File: src/rtl/pfifo_pkg.sv
package pfifo_pkg;

    // Single operation granted per cycle, listed from highest priority down
    typedef enum logic [2:0] {
        OP_IDLE,
        OP_FLUSH,
        OP_RESP,
        OP_FETCH,
        OP_READ,
        OP_WRITE,
        OP_CAPTURE
    } pfifo_op_e;

    function automatic pfifo_op_e pick_op(input logic flush, input logic resp,
                                          input logic fetch, input logic rd,
                                          input logic wr, input logic capture);
        if (flush)        return OP_FLUSH;
        else if (resp)    return OP_RESP;
        else if (fetch)   return OP_FETCH;
        else if (rd)      return OP_READ;
        else if (wr)      return capture ? OP_CAPTURE : OP_WRITE;
        else              return OP_IDLE;
    endfunction

endpackage

File: src/rtl/pfifo_data_store.sv
module pfifo_data_store #(
    parameter int DEPTH  = 16,
    parameter int BYTE_W = 8,
    parameter int ADDR_W = $clog2(DEPTH)
) (
    input  logic              clk,
    input  logic              we,
    input  logic [ADDR_W-1:0] waddr,
    input  logic [BYTE_W-1:0] wdata,
    input  logic              resp_ld,
    input  logic [BYTE_W-1:0] resp_byte,
    input  logic [ADDR_W-1:0] raddr,
    output logic [BYTE_W-1:0] rdata,
    output logic [BYTE_W-1:0] third_byte
);
    logic [BYTE_W-1:0] mem_q [DEPTH];

    always_ff @(posedge clk) begin
        if (resp_ld) begin
            mem_q[0] <= resp_byte;
            mem_q[1] <= '0;
        end else if (we) begin
            mem_q[waddr] <= wdata;
        end
    end

    assign rdata      = mem_q[raddr];
    assign third_byte = mem_q[2];
endmodule

File: src/rtl/pfifo_cmd_store.sv
module pfifo_cmd_store #(
    parameter int DEPTH  = 32,
    parameter int BYTE_W = 8,
    parameter int ADDR_W = $clog2(DEPTH)
) (
    input  logic              clk,
    input  logic              we,
    input  logic [ADDR_W-1:0] waddr,
    input  logic [BYTE_W-1:0] wdata,
    input  logic [ADDR_W-1:0] raddr,
    output logic [BYTE_W-1:0] rdata
);
    logic [BYTE_W-1:0] mem_q [DEPTH];

    always_ff @(posedge clk) begin
        if (we) mem_q[waddr] <= wdata;
    end

    assign rdata = mem_q[raddr];
endmodule

File: src/rtl/pio_byte_fifo.sv
module pio_byte_fifo
    import pfifo_pkg::*;
#(
    parameter int DATA_DEPTH  = 16,
    parameter int CMD_DEPTH   = 32,
    parameter int BYTE_W      = 8,
    parameter int PHASE_W     = 3,
    parameter int BUSID_SHIFT = 5,
    localparam int PTR_W  = $clog2(DATA_DEPTH),
    localparam int CNT_W  = PTR_W + 1,
    localparam int CIDX_W = $clog2(CMD_DEPTH),
    localparam int CLEN_W = CIDX_W + 1
) (
    input  logic               clk,
    input  logic               rst_n,
    input  logic               flush_i,
    input  logic               capture_i,
    input  logic               wr_en_i,
    input  logic [BYTE_W-1:0]  wr_data_i,
    input  logic               rd_en_i,
    input  logic [PHASE_W-1:0] phase_i,
    input  logic               resp_load_i,
    input  logic [BYTE_W-1:0]  resp_status_i,
    input  logic               cmd_fetch_i,
    input  logic [CIDX_W-1:0]  cmd_rd_idx_i,
    output logic [BYTE_W-1:0]  rd_data_o,
    output logic               irq_o,
    output logic               overrun_o,
    output logic [CNT_W-1:0]   flags_o,
    output logic [CLEN_W-1:0]  cmd_len_o,
    output logic [BYTE_W-1:0]  cmd_rd_data_o,
    output logic [BYTE_W-1:0]  busid_o,
    output logic [CNT_W-1:0]   fetch_len_o
);
    localparam logic [CNT_W-1:0]  CNT_LIMIT = CNT_W'(DATA_DEPTH - 1);
    localparam logic [CLEN_W-1:0] CLEN_MAX  = CLEN_W'(CMD_DEPTH);

    typedef struct packed {
        logic [CNT_W-1:0]  cnt;
        logic [PTR_W-1:0]  rptr;
        logic [PTR_W-1:0]  wptr;
        logic [CLEN_W-1:0] clen;
        logic [BYTE_W-1:0] rdata;
        logic              irq;
        logic              ovr;
        logic [BYTE_W-1:0] busid;
        logic [CNT_W-1:0]  flen;
    } ctl_t;

    ctl_t      ctl_d, ctl_q;
    pfifo_op_e op_d;
    logic      data_we_d, cmd_we_d, resp_ld_d;
    logic [BYTE_W-1:0] head_byte, third_byte;

    pfifo_data_store #(.DEPTH(DATA_DEPTH), .BYTE_W(BYTE_W), .ADDR_W(PTR_W)) data_i (
        .clk        (clk),
        .we         (data_we_d),
        .waddr      (ctl_q.wptr),
        .wdata      (wr_data_i),
        .resp_ld    (resp_ld_d),
        .resp_byte  (resp_status_i),
        .raddr      (ctl_q.rptr),
        .rdata      (head_byte),
        .third_byte (third_byte)
    );

    pfifo_cmd_store #(.DEPTH(CMD_DEPTH), .BYTE_W(BYTE_W), .ADDR_W(CIDX_W)) cmd_i (
        .clk   (clk),
        .we    (cmd_we_d),
        .waddr (ctl_q.clen[CIDX_W-1:0]),
        .wdata (wr_data_i),
        .raddr (cmd_rd_idx_i),
        .rdata (cmd_rd_data_o)
    );

    always_comb begin
        op_d      = pick_op(flush_i, resp_load_i, cmd_fetch_i, rd_en_i, wr_en_i, capture_i);
        ctl_d     = ctl_q;
        ctl_d.irq = 1'b0;
        ctl_d.ovr = 1'b0;
        data_we_d = 1'b0;
        cmd_we_d  = 1'b0;
        resp_ld_d = 1'b0;
        unique case (op_d)
            OP_FLUSH: begin
                ctl_d.cnt  = '0;
                ctl_d.rptr = '0;
                ctl_d.wptr = '0;
                ctl_d.clen = '0;
            end
            OP_RESP: begin
                resp_ld_d  = 1'b1;
                ctl_d.cnt  = CNT_W'(2);
                ctl_d.rptr = '0;
                ctl_d.wptr = '0;
            end
            OP_FETCH: begin
                ctl_d.busid = third_byte >> BUSID_SHIFT;
                ctl_d.flen  = ctl_q.cnt;
                ctl_d.cnt   = '0;
                ctl_d.rptr  = '0;
                ctl_d.wptr  = '0;
            end
            OP_READ: begin
                if (ctl_q.cnt != '0) begin
                    ctl_d.cnt = ctl_q.cnt - 1'b1;
                    ctl_d.irq = 1'b1;
                    if (phase_i == '0) begin
                        ctl_d.rdata = '0;
                    end else begin
                        ctl_d.rdata = head_byte;
                        ctl_d.rptr  = ctl_q.rptr + 1'b1;
                    end
                end
                if (ctl_d.cnt == '0) begin
                    ctl_d.rptr = '0;
                    ctl_d.wptr = '0;
                end
            end
            OP_WRITE: begin
                if (ctl_q.cnt == CNT_LIMIT) begin
                    ctl_d.ovr = 1'b1;
                end else begin
                    data_we_d  = 1'b1;
                    ctl_d.wptr = ctl_q.wptr + 1'b1;
                    ctl_d.cnt  = ctl_q.cnt + 1'b1;
                end
            end
            OP_CAPTURE: begin
                if (ctl_q.clen < CLEN_MAX) begin
                    cmd_we_d   = 1'b1;
                    ctl_d.clen = ctl_q.clen + 1'b1;
                end
            end
            default: ;
        endcase
    end

    always_ff @(posedge clk) begin
        if (!rst_n) ctl_q <= '0;
        else        ctl_q <= ctl_d;
    end

    assign rd_data_o   = ctl_q.rdata;
    assign irq_o       = ctl_q.irq;
    assign overrun_o   = ctl_q.ovr;
    assign flags_o     = ctl_q.cnt;
    assign cmd_len_o   = ctl_q.clen;
    assign busid_o     = ctl_q.busid;
    assign fetch_len_o = ctl_q.flen;
endmodule

File: config.mk
export PLATFORM = sky130hd
export DESIGN_NAME = pio_byte_fifo
export DESIGN_NICKNAME = d
export VERILOG_FILES = /design/src/rtl/pfifo_pkg.sv /design/src/rtl/pfifo_data_store.sv /design/src/rtl/pfifo_cmd_store.sv /design/src/rtl/pio_byte_fifo.sv
export SDC_FILE = /design/constraint.sdc
export NUM_CORES = 1
export LEC_CHECK = 0
export ABC_AREA = 1
export BUFFER_PORTS_ARGS = -buffer_cell sky130_fd_sc_hd__buf_4
export CAP_MARGIN = 20
export CORE_MARGIN = 2
export CORE_UTILIZATION = 55
export DETAILED_ROUTE_END_ITERATION = 16
export GPL_ROUTABILITY_DRIVEN = 0
export PLACE_DENSITY_LB_ADDON = 0.1
export RECOVER_POWER = 50
export SLEW_MARGIN = 25
export SYNTH_ARGS = -nofsm -noshare
export SYNTH_HDL_FRONTEND = slang
export SYNTH_SLANG_ARGS = --single-unit
File: constraint.sdc
create_clock -name clk -period 2.8 [get_ports clk]
set_input_delay 0.42 -clock clk [delete_from_list [all_inputs] [get_ports clk]]
set_output_delay 0.42 -clock clk [all_outputs]
set_load 0.01 [all_outputs]
; ---- After elaboration in Yosys (flattened, before gate mapping)
; Memories as Yosys holds them, arrays and structs flattened. A register that Yosys moved wholly into a read port is not among the register bits.
; Cells that the tools add are included.
[word_totals]
reg_bits = 34
mem_bits_rw = 384
in_bits = 32
memories = 2
[op_classes]
n_addsub = 5
order_cmp = 1
eq_ne = 12
mux = 37
reduce_logical = 18
[memory_table]
columns = memory, depth, word_bits, rd, rd_ports_with_merged_regs, write_ports, line
row1 = cmd_i.mem_q, 32, 8, 1, 0, 1, pfifo_cmd_store.sv:13  ; logic [BYTE_W-1:0] mem_q [DEPTH];
row2 = data_i.mem_q, 16, 8, 2, 2, 2, pfifo_data_store.sv:16  ; logic [BYTE_W-1:0] mem_q [DEPTH];
[op_table]
columns = operator, count
row1 = 2-to-1 mux 8 bit, 3
row2 = 2-to-1 mux 4 bit, 5
row3 = one-hot mux 5 bit (4 select lines), 1
row4 = 2-to-1 mux 9 bit, 2
row5 = 2-to-1 mux 1 bit, 15
row6 = 2-to-1 mux 3 bit, 5
row7 = one-hot mux 4 bit (3 select lines), 1
row8 = one-hot mux 6 bit (2 select lines), 1
row9 = AND reduction 2 bit, 5
row10 = equality test 3 bit (second input constant), 3
row11 = adder 4 x 1 -> 4 bit (second input constant), 2
row12 = one-hot mux 4 bit (2 select lines), 1
row13 = OR reduction 8 bit, 1
row14 = adder 6 x 1 -> 6 bit (second input constant), 1
row15 = equality test 3 x 2 -> 1 bit (second input constant), 2
row16 = less-than comparator 6 bit (second input constant), 1
row17 = 2-to-1 mux 6 bit, 1
row18 = inequality test 2 bit (second input constant), 3
row19 = inequality test 3 bit (second input constant), 2
row20 = AND reduction 3 bit, 2
row21 = adder 5 x 1 -> 5 bit (second input constant), 1
row22 = equality test 5 x 4 -> 1 bit (second input constant), 1
row23 = zero test 5 bit, 1
row24 = 2-to-1 mux 5 bit, 1
row25 = other kinds (11), 12

; ---- Logic depth before layout (Yosys ltp)
; Gate-level depths: netlist (run 1).
[depth]
ltp_word = 13
ltp_mapped = 14

; ---- Cells and area by module
; From an unflattened synthesis (run 1), not the netlist that was laid out.
[hier_totals]
hier_cells = 1816
area_unflattened_um2 = 18636.6
[by_module_without_submodules]
columns = module, n_inst, cells_per_inst, area_each_um2, seq_area_each_um2
row1 = pfifo_cmd_store, 1, 914, 10626.4, 7687.4
row2 = pfifo_data_store, 1, 585, 5786.8, 3843.7
row3 = pio_byte_fifo, 1, 317, 2223.4, 740.7

; ---- Least setup slack after synthesis (run 1)
; Ideal clock, no wire load.
[synth_timing]
path_kind = register to register
start = register ctl_q (netlist bit flags_o[0])
end = memory data_i.mem_q[9][0], enable pin
arrival_time_ns = 1.713
t_required_ns = 2.430
setup_slack_ns = 0.716
path_stages_with_launch = 9
n_path_buf = 0
cell_sequence = dfxtp_1 ha_1 nand2_1 nor2_1 ha_1 or2_4 nor2_1 inv_1 nor2_1
[synth_rtl]
columns = element, line
row1 = from (decl), pio_byte_fifo.sv:50  ; ctl_t ctl_d, ctl_q;
row2 = from (signal assigned), pio_byte_fifo.sv:141  ; else ctl_q <= ctl_d;
row3 = to (decl), pfifo_data_store.sv:16

; ---- Worst setup path in the final report (run 1)
[layout_timing]
start = input cmd_rd_idx_i[0]
end = output cmd_rd_data_o[4]
[layout_between]
elab_chain_len = 1
[layout_rtl]
columns = element, line
row1 = from (decl), pio_byte_fifo.sv:25  ; input logic [CIDX_W-1:0] cmd_rd_idx_i,
row2 = memory read (32 x 8 bit), -
row3 = to (decl), pio_byte_fifo.sv:31  ; output logic [BYTE_W-1:0] cmd_rd_data_o,
; Every way passes these cells.

==> results of run 1 <==
-- power by group --
part           total [mW]  internal [mW]  switching, mW
clock network        5.75           3.39           2.36
logic               0.907          0.259          0.648
registers            6.96           6.94         0.0193
total                13.6           10.6           3.03
-- sequential cells by signal, indices dropped and copies added (netlist names), 3 cells and up, named ones only --
register	cells
flags_o	5
busid_o	3
cmd_i.mem_q	256
data_i.mem_q	128
cmd_len_o	6
fetch_len_o	5
ctl_q	8
rd_data_o	8
-- routing by layer --
metal / vias to the layer above / global-route usage [%] / part of all wire, %
li1: 5582 / - / -
met1: 5922 / 36.2 / 41
met2: 558 / 45.4 / 49
met3: 100 / 3.41 / 7.0
met4: 0 / 11.0 / 3.6
met5: - / 0 / 0
-- kinds of logic after synthesis --
logic type | after synthesis | synth area share (%)
AND/OR/NAND/NOR | 555 | 12.8
AO/OA/AOI/OAI | 347 | 11.7
flip-flops | 425 | 69.7
adder cells (fa/ha/maj) | 12 | 0.847
other | 1 | 0.0212
XOR/XNOR | 8 | 0.395
buffers and inverters | 177 | 4.53
-- Yosys cell counts --
cell type	n	area, µm²
nand4_1	4	25.0
dfxtp_1	41	821
nand2_1	148	556
conb_1	1	3.75
nand2_2	4	25.0
nand3_2	1	10.0
xor2_1	5	43.8
nand3_1	69	345
o211ai_1	30	225
edfxtp_1	384	11500
o21ai_2	8	70.1
nor2_8	1	20.0
o221ai_1	56	490
buf_2	8	40.0
o21ai_1	2	10.0
inv_1	57	214
nand2_4	2	22.5
o22ai_1	14	87.6
inv_2	5	18.8
nor2_1	319	1200
o21ai_0	204	1020
ha_1	12	150
o31ai_1	1	7.51
xnor2_1	3	26.3
buf_4	32	240
nand3_4	1	17.5
nor2_4	3	33.8
or2_4	1	8.76
buf_1	2	7.51
nor3_1	1	5.00
or2_2	1	6.26
a21oi_1	32	160
clkbuf_1	69	259
buf_6	1	11.3
clkinv_1	3	11.3
-- area by class of cell --
cell class	count	area [µm²]	area share, %
clock buffer	56	1240	6.16
inverter	65	245	1.22
timing repair buffer	137	961	4.79
sequential	425	12400	61.5
tap	402	503	2.51
clock inverter	23	191	0.954
antenna	1	2.50	0.0125
multi-input combinational	927	4580	22.8
-- worst min path at each step --
stage                      from            endpoint  slack (ns)  cells past startpoint
2_1_floorplan        busid_o[0]          busid_o[0]        0.42                      2
3_3_place_gp         busid_o[1]          busid_o[1]        0.44                      2
3_5_place_dp         busid_o[1]          busid_o[1]        0.44                      2
4_1_cts        resp_status_i[5]  data_i.mem_q[0][5]        0.14                      3
5_1_grt        resp_status_i[5]  data_i.mem_q[0][5]        0.16                      3
6_report       resp_status_i[5]  data_i.mem_q[0][5]        0.15                      3
-- worst max-delay path, cell delays in order --
cell     delay [ns]
buf_4          0.11
buf_12         0.31
buf_4          0.30
o21ai_0        0.20
a21oi_1        0.26
a21oi_1        0.11
o21ai_0        0.14
nand2_1        0.08
nand2_1        0.07
nand2_1        0.06
buf_4          0.14
==> results.md, run 1 <==
- Run status: finished, violations left
- Failing checks: capacitance limit, slew limit
- Final Cell Area: 20100 µm²
- Final Skew: 0.0128 ns
- Largest fanout on the critical path: 87
- Initial antenna violation count: 0
- FF-to-FF End: data_i.mem_q[1][4]
- Post-cts gate resize count: 0
- Worst setup EP type: primary output
- Pwr Density: 679 nW/µm²
- Static Leak: 6.93 nW
- CP Launch Type: input pin
- Post-layout util: 63.5%
- Die width: 184 µm
- Post-route antenna net violation count: 0
- Arr. time, crit path: 2.25 ns
- Overflow after GRT: 0
- Minimum clock period: 2.67 ns
- Core Footprint: 31600 µm²
- Worst-path clk slew: 0.06 ns
- Dpl ws: 0.189 ns
- R2R cell count: 8
- Initial core utilization: about 56%
- WL final: around 45 mm
- Fmax: 0.374 GHz
- Setup CP Type: in2out
- Hpwl dp: 27.5 mm
- Worst reg-to-reg setup slack: 0.52 ns
- DIE AREA: 33700 µm²
- Placed Instance Area: around 19000 µm²
- Final hold violation count: 0
- Setup Buffers After CTS: 0
- Pre-antenna DRT Iters: 7
- Nets: 1644
- CTS Buffer Depth: 3
- Placed Cells: 1956
- Clk sinks: 425
- CP endpoint: cmd_rd_data_o[4]
- Synth Cell Area: around 18000 µm²
- Endpoints failing setup: 0
- RSZ-0062 raised after global routing: false
- Clock tree from TritonCTS: built
- Seq/Total Area, Yosys: a little over two thirds
- Residual DRC: 0
- Syn Inst Count: ~1500
- I/O pin count: 74
- Most frequent cells in the layout: edfxtp_1, nor2_1, o21ai_0
- Mean routed wirelength per cell: 21.9 µm
- Synth unique cells: 35
- Worst-Margin Slew: 2.77 ns
- Clk root buf: clkbuf_16
- Yosys warns: 0
- FF+latch count, synth: 425
- Slew margin rel.: -84.4%
- Reg2reg start: flags_o[0]
- Vias in the first global route: between 10000 and 15000
- Post-route setup slack: 0.126 ns
- Buffers on Ports: 68
- Cts bufs inserted: 44
- Drt initial violations: 1304
- Worst-skew pair later-pin latency: about 0.54 ns
- Worst VDD drop: 0.621 mV
- Setup TNS: 0 ns
- Tcrit/Tclk final: 95.5%
- Htree depth: 2
- Row Count: 65
- Crit. Startpoint: cmd_rd_idx_i[0]
- Hold_buf cts: 0
- First-pass GRT wire length: 68.6 mm
- Hold slack: ~0.15 ns
- Final Max Tran Viols: 127
- Worst hold path class: in2reg
- Die height: 184 µm
- Via/cell ratio: approximately 6
- Pin count of the biggest net entering global routing: 88
- Non-Filler Instances: 2036
- Vias: ~12000
- Fillers: 2480
- Total power: 13.6 mW
- Area growth from synthesis to layout: 13.3%
- Total GRT Usage: about 27%
- # Max-Cap Violations: 3
- Required @ worst endpoint: between 2 and 2.5 ns
- Average cell area after synthesis: 11.6 µm²
- Commonest non-fill, non-tap cell in the layout: edfxtp_1
- Layout cells sized above 1: 11.9%
Note: power is estimated with default switching activity, not from simulation.
==> run 2, diff against run 1 <==
Settings changed: CORE_UTILIZATION 55 to 50.
==> results.md, run 2 (same netlist as run 1, synthesis figures left out) <==
- Run status: finished, violations left
- Failing checks: capacitance limit, slew limit
- Clock tree from TritonCTS: built
- # Max-Cap Violations: 8
- Via/cell ratio: 5.65
- Post-layout util: 58.1%
- R2R cell count: 8
- Die width: between 150 and 200 µm
- CTS Buffer Depth: 3
- Area growth from synthesis to layout: 13.9%
- Drt initial violations: 942
- Setup TNS: 0 ns
- Setup Buffers After CTS: 0
- Worst VDD drop: between 0.4 and 0.5 mV
- Htree depth: 2
- Static Leak: 6.93 nW
- Endpoints failing setup: 0
- First-pass GRT wire length: 66.6 mm
- Pint: 10.6 mW
- Final Cell Area: slightly above 20000 µm²
- DIE AREA: 37000 µm²
- Flop pwr share: 51.2%
- Residual DRC: 0
- Initial antenna violation count: 0
- RSZ-0062 raised after global routing: false
- Clk root buf: clkbuf_16
- Row Count: 68
- Mean routed wirelength per cell: 20.4 µm
- Dpl ws: 0.385 ns
- Final Max Tran Viols: 385
- I/O pin count: 74
- Tcrit/Tclk final: ~90%
- Post-cts gate resize count: 0
- Setup CP Type: in2reg
- Non-Filler Instances: 2097
- Placed Cells: 2014
- Total power: 13.6 mW
- Worst-skew pair later-pin latency: 0.54 ns
- Biggest regs: cmd_i.mem_q (256), data_i.mem_q (128)
- Minimum clock period: 2.49 ns
- Buffers on Ports: 68
- Largest fanout on the critical path: 47
- Pin count of the biggest net entering global routing: 98
- Switching Fraction: around 22%
- Overflow after GRT: 0
- Worst reg-to-reg setup slack: about 0.50 ns
- Fmax: 0.401 GHz
- Total GRT Usage: about a quarter
- Commonest non-fill, non-tap cell in the layout: edfxtp_1
- Nets: roughly 1600
- Sw Pwr: 3.02 mW
- Slew margin rel.: -84.9%
- Max reg flops: 256
- Hold slack: around 0.16 ns
- Final Skew: 0.00942 ns
- Cell depth of the worst hold path: 3
- Biggest register: cmd_i.mem_q
- Placed Instance Area: 18900 µm²
- Vias in the first global route: 11700
- CP Launch Type: input pin
- Clk sinks: 425
- Logic pwr share: 6.6%
- Hpwl dp: 26.2 mm
- Clk pwr share: 42.3%
- Core Footprint: 34700 µm²
- WL final: 42.7 mm
- Worst-Margin Slew: about 2.8 ns
- Pre-antenna DRT Iters: 5
- Die height: 192 µm
- Vias: 11800
- Cts bufs inserted: 44
- Pwr Density: 675 nW/µm²
- Final hold violation count: 0
- Worst hold path class: in2reg
- Post-route antenna net violation count: 0
- Initial core utilization: 51.1%
- Layout cells sized above 1: 11.8%
- Hold_buf cts: 0
- Arr. time, crit path: 2.87 ns
- Required @ worst endpoint: 3.18 ns
- Worst setup EP type: register
- Worst-path clk slew: 0.05 ns
- Post-route setup slack: around 0.31 ns
- Most frequent cells in the layout: edfxtp_1, nor2_1, o21ai_0
## run 2: critical path, stage by stage
cell	delay, ns
clkbuf_1	1.92
inv_1	0.26
o21ai_2	0.24
## run 2: final timing paths
check / from / endpoint
worst min-delay path: resp_status_i[5] / data_i.mem_q[0][5]
worst max-delay path: wr_data_i[2] / data_i.mem_q[0][2]
worst max register to register: flags_o[0] / data_i.mem_q[1][2]
worst min register to register: busid_o[0] / busid_o[0]
## run 2: routing by layer
layer	wire (µm)	global-route usage, %
met1	18200	31.3
met2	20900	40.4
met3	2150	2.93
met4	1550	9.04
met5	0	0
## run 2: cell type report
cell class                 instances  area, µm²
inverter                          65        245
multi-input combinational        927       4580
tap                              455        569
clock buffer                      58       1190
sequential                       425      12400
antenna                            1       2.50
timing repair buffer             142       1000
clock inverter                    24        236
fill                            2874      14500
## run 2: power groups by stage
stage          clock network, mW  logic, mW  registers (mW)
3_3_place_gp                   0      0.898            7.09
2_1_floorplan                  0      0.521            7.09
3_5_place_dp                   0      0.906            7.09
6_report                    5.76      0.893            6.97
4_1_cts                     5.86      0.910            6.96
5_1_grt                     6.09      0.992            6.97
==> run 3, diff against run 2 <==
Settings changed: MAX_ROUTING_LAYER set to met4.
==> results.md, run 3 (same netlist as run 1, synthesis figures left out) <==
- Run status: finished, violations left
- Failing checks: capacitance limit, slew limit
- Setup CP Type: in2out
- Vias in the first global route: 11700
- Hold slack: 0.157 ns
- Final Max Tran Viols: roughly 380
- Worst hold path class: in2reg
- Pin count of the biggest net entering global routing: 98
- CTS Buffer Depth: 3
- Arr. time, crit path: roughly 2.0 ns
- Die width: 192 µm
- Row Count: 68
- Area growth from synthesis to layout: 13.9%
- Buffers on Ports: 68
- Number of diodes: 0
- Clock tree from TritonCTS: built
- Post-route antenna net violation count: 0
- Worst-skew pair later-pin latency: between 0.5 and 0.6 ns
- Mean routed wirelength per cell: 20.4 µm
- Core Footprint: 34700 µm²
- Pre-antenna DRT Iters: 5
- Dpl ws: 0.385 ns
- Top Metal Used: met4
- Biggest register: cmd_i.mem_q
- Largest fanout on the critical path: 38
- Overflow after GRT: 0
- Clk sinks: 425
- First-pass GRT wire length: 66.6 mm
- WL final: 42.7 mm
- Total power: 13.6 mW
- Setup Buffers After CTS: 0
- Slew margin rel.: -75.2%
- Max reg flops: 256
- Final Skew: about 0.010 ns
- # Max-Cap Violations: 8
- Worst setup EP type: primary output
- Via/cell ratio: 5.62
- DIE AREA: 37000 µm²
- Commonest non-fill, non-tap cell in the layout: edfxtp_1
- Placed Cells: 2014
- Pwr Density: 675 nW/µm²
- Total GRT Usage: 24.4%
- Nets: approximately 1600
- Clk root buf: clkbuf_16
- Residual DRC: 0
- Vias: 11800
- RSZ-0062 raised after global routing: false
- Htree depth: 2
- Hpwl dp: 26.2 mm
- Initial antenna violation count: 0
- Static Leak: slightly below 7 nW
- I/O pin count: 74
- Drt initial violations: 922
- Setup TNS: 0 ns
- Most frequent cells in the layout: edfxtp_1, nor2_1, o21ai_0
- Die height: 192 µm
- Post-cts gate resize count: 0
- Biggest regs: cmd_i.mem_q (256), data_i.mem_q (128)
- Tcrit/Tclk final: between 80 and 90%
- Endpoints failing setup: 0
- Fmax: between 0.4 and 0.5 GHz
- Worst-Margin Slew: 2.63 ns
- Routed length on met1: 17.9 mm
- Final hold violation count: 0
- Routed wl met2: 21.1 mm
- Cts bufs inserted: 44
- Minimum clock period: about 2.4 ns
- Worst-path clk slew: 0.06 ns
- Hold_buf cts: 0
- CP Launch Type: input pin
- Layout cells sized above 1: 11.8%
- Post-route setup slack: ~0.37 ns
- Worst VDD drop: ~0.46 mV
- Initial core utilization: between 50% and 60%
- Metal3 WL: between 2 and 2.5 mm
- Required @ worst endpoint: ~2.4 ns
- Non-Filler Instances: about 2100
## run 3: changes by cell type in the layout (fill, tap and decap cells not counted)
| cell | previous run | this run |
|---|---|---|
| diode_2 | 1 | 0 |
## run 3: critical path, stage by stage
cell and delay, ns:
buf_4 0.11, clkinv_2 0.25, buf_12 0.27, o21ai_0 0.16
o221ai_1 0.17, nand3_1 0.22, nand2_1 0.08, nand2_1 0.09
nand2_1 0.07, buf_4 0.14
## run 3: layout make-up
type	instances	area (µm²)
clock inverter	24	236
inverter	65	245
timing repair buffer	142	1000
tap	455	569
sequential	425	12400
fill	2875	14500
clock buffer	58	1190
multi-input combinational	927	4580
## run 3: layer usage
metal  vias up  global-route usage, %
li1       5607                      -
met1      5736                   31.1
met2       346                   40.6
met3        93                   2.86
met4         0                   8.84
met5         -                      -
## run 3: per-stage QoR
step | utilization (%) | instance area, µm²
floorplan | - | 17700
global placement | 54.5 | 18900
detailed placement | 54.5 | 18900
CTS | 58.6 | 20300
global route | 58.1 | 20200
finish | 58.1 | 20200
## run 3: power breakdown
part / internal, mW / total, mW / switching (mW)
Clock: 3.39 / 5.75 / 2.37
Combinational: 0.262 / 0.893 / 0.631
Sequential: 6.95 / 6.97 / 0.0189
## run 3: path summary, 6_finish.rpt
kind                                       start            endpoint  slack, ns  cells past startpoint
worst max-delay path             cmd_rd_idx_i[0]    cmd_rd_data_o[4]       0.37                     10
worst min-delay path            resp_status_i[5]  data_i.mem_q[0][5]       0.16                      3
worst max register to register        flags_o[0]  data_i.mem_q[1][2]       0.51                      8
worst min register to register        busid_o[0]          busid_o[0]       0.45                      2
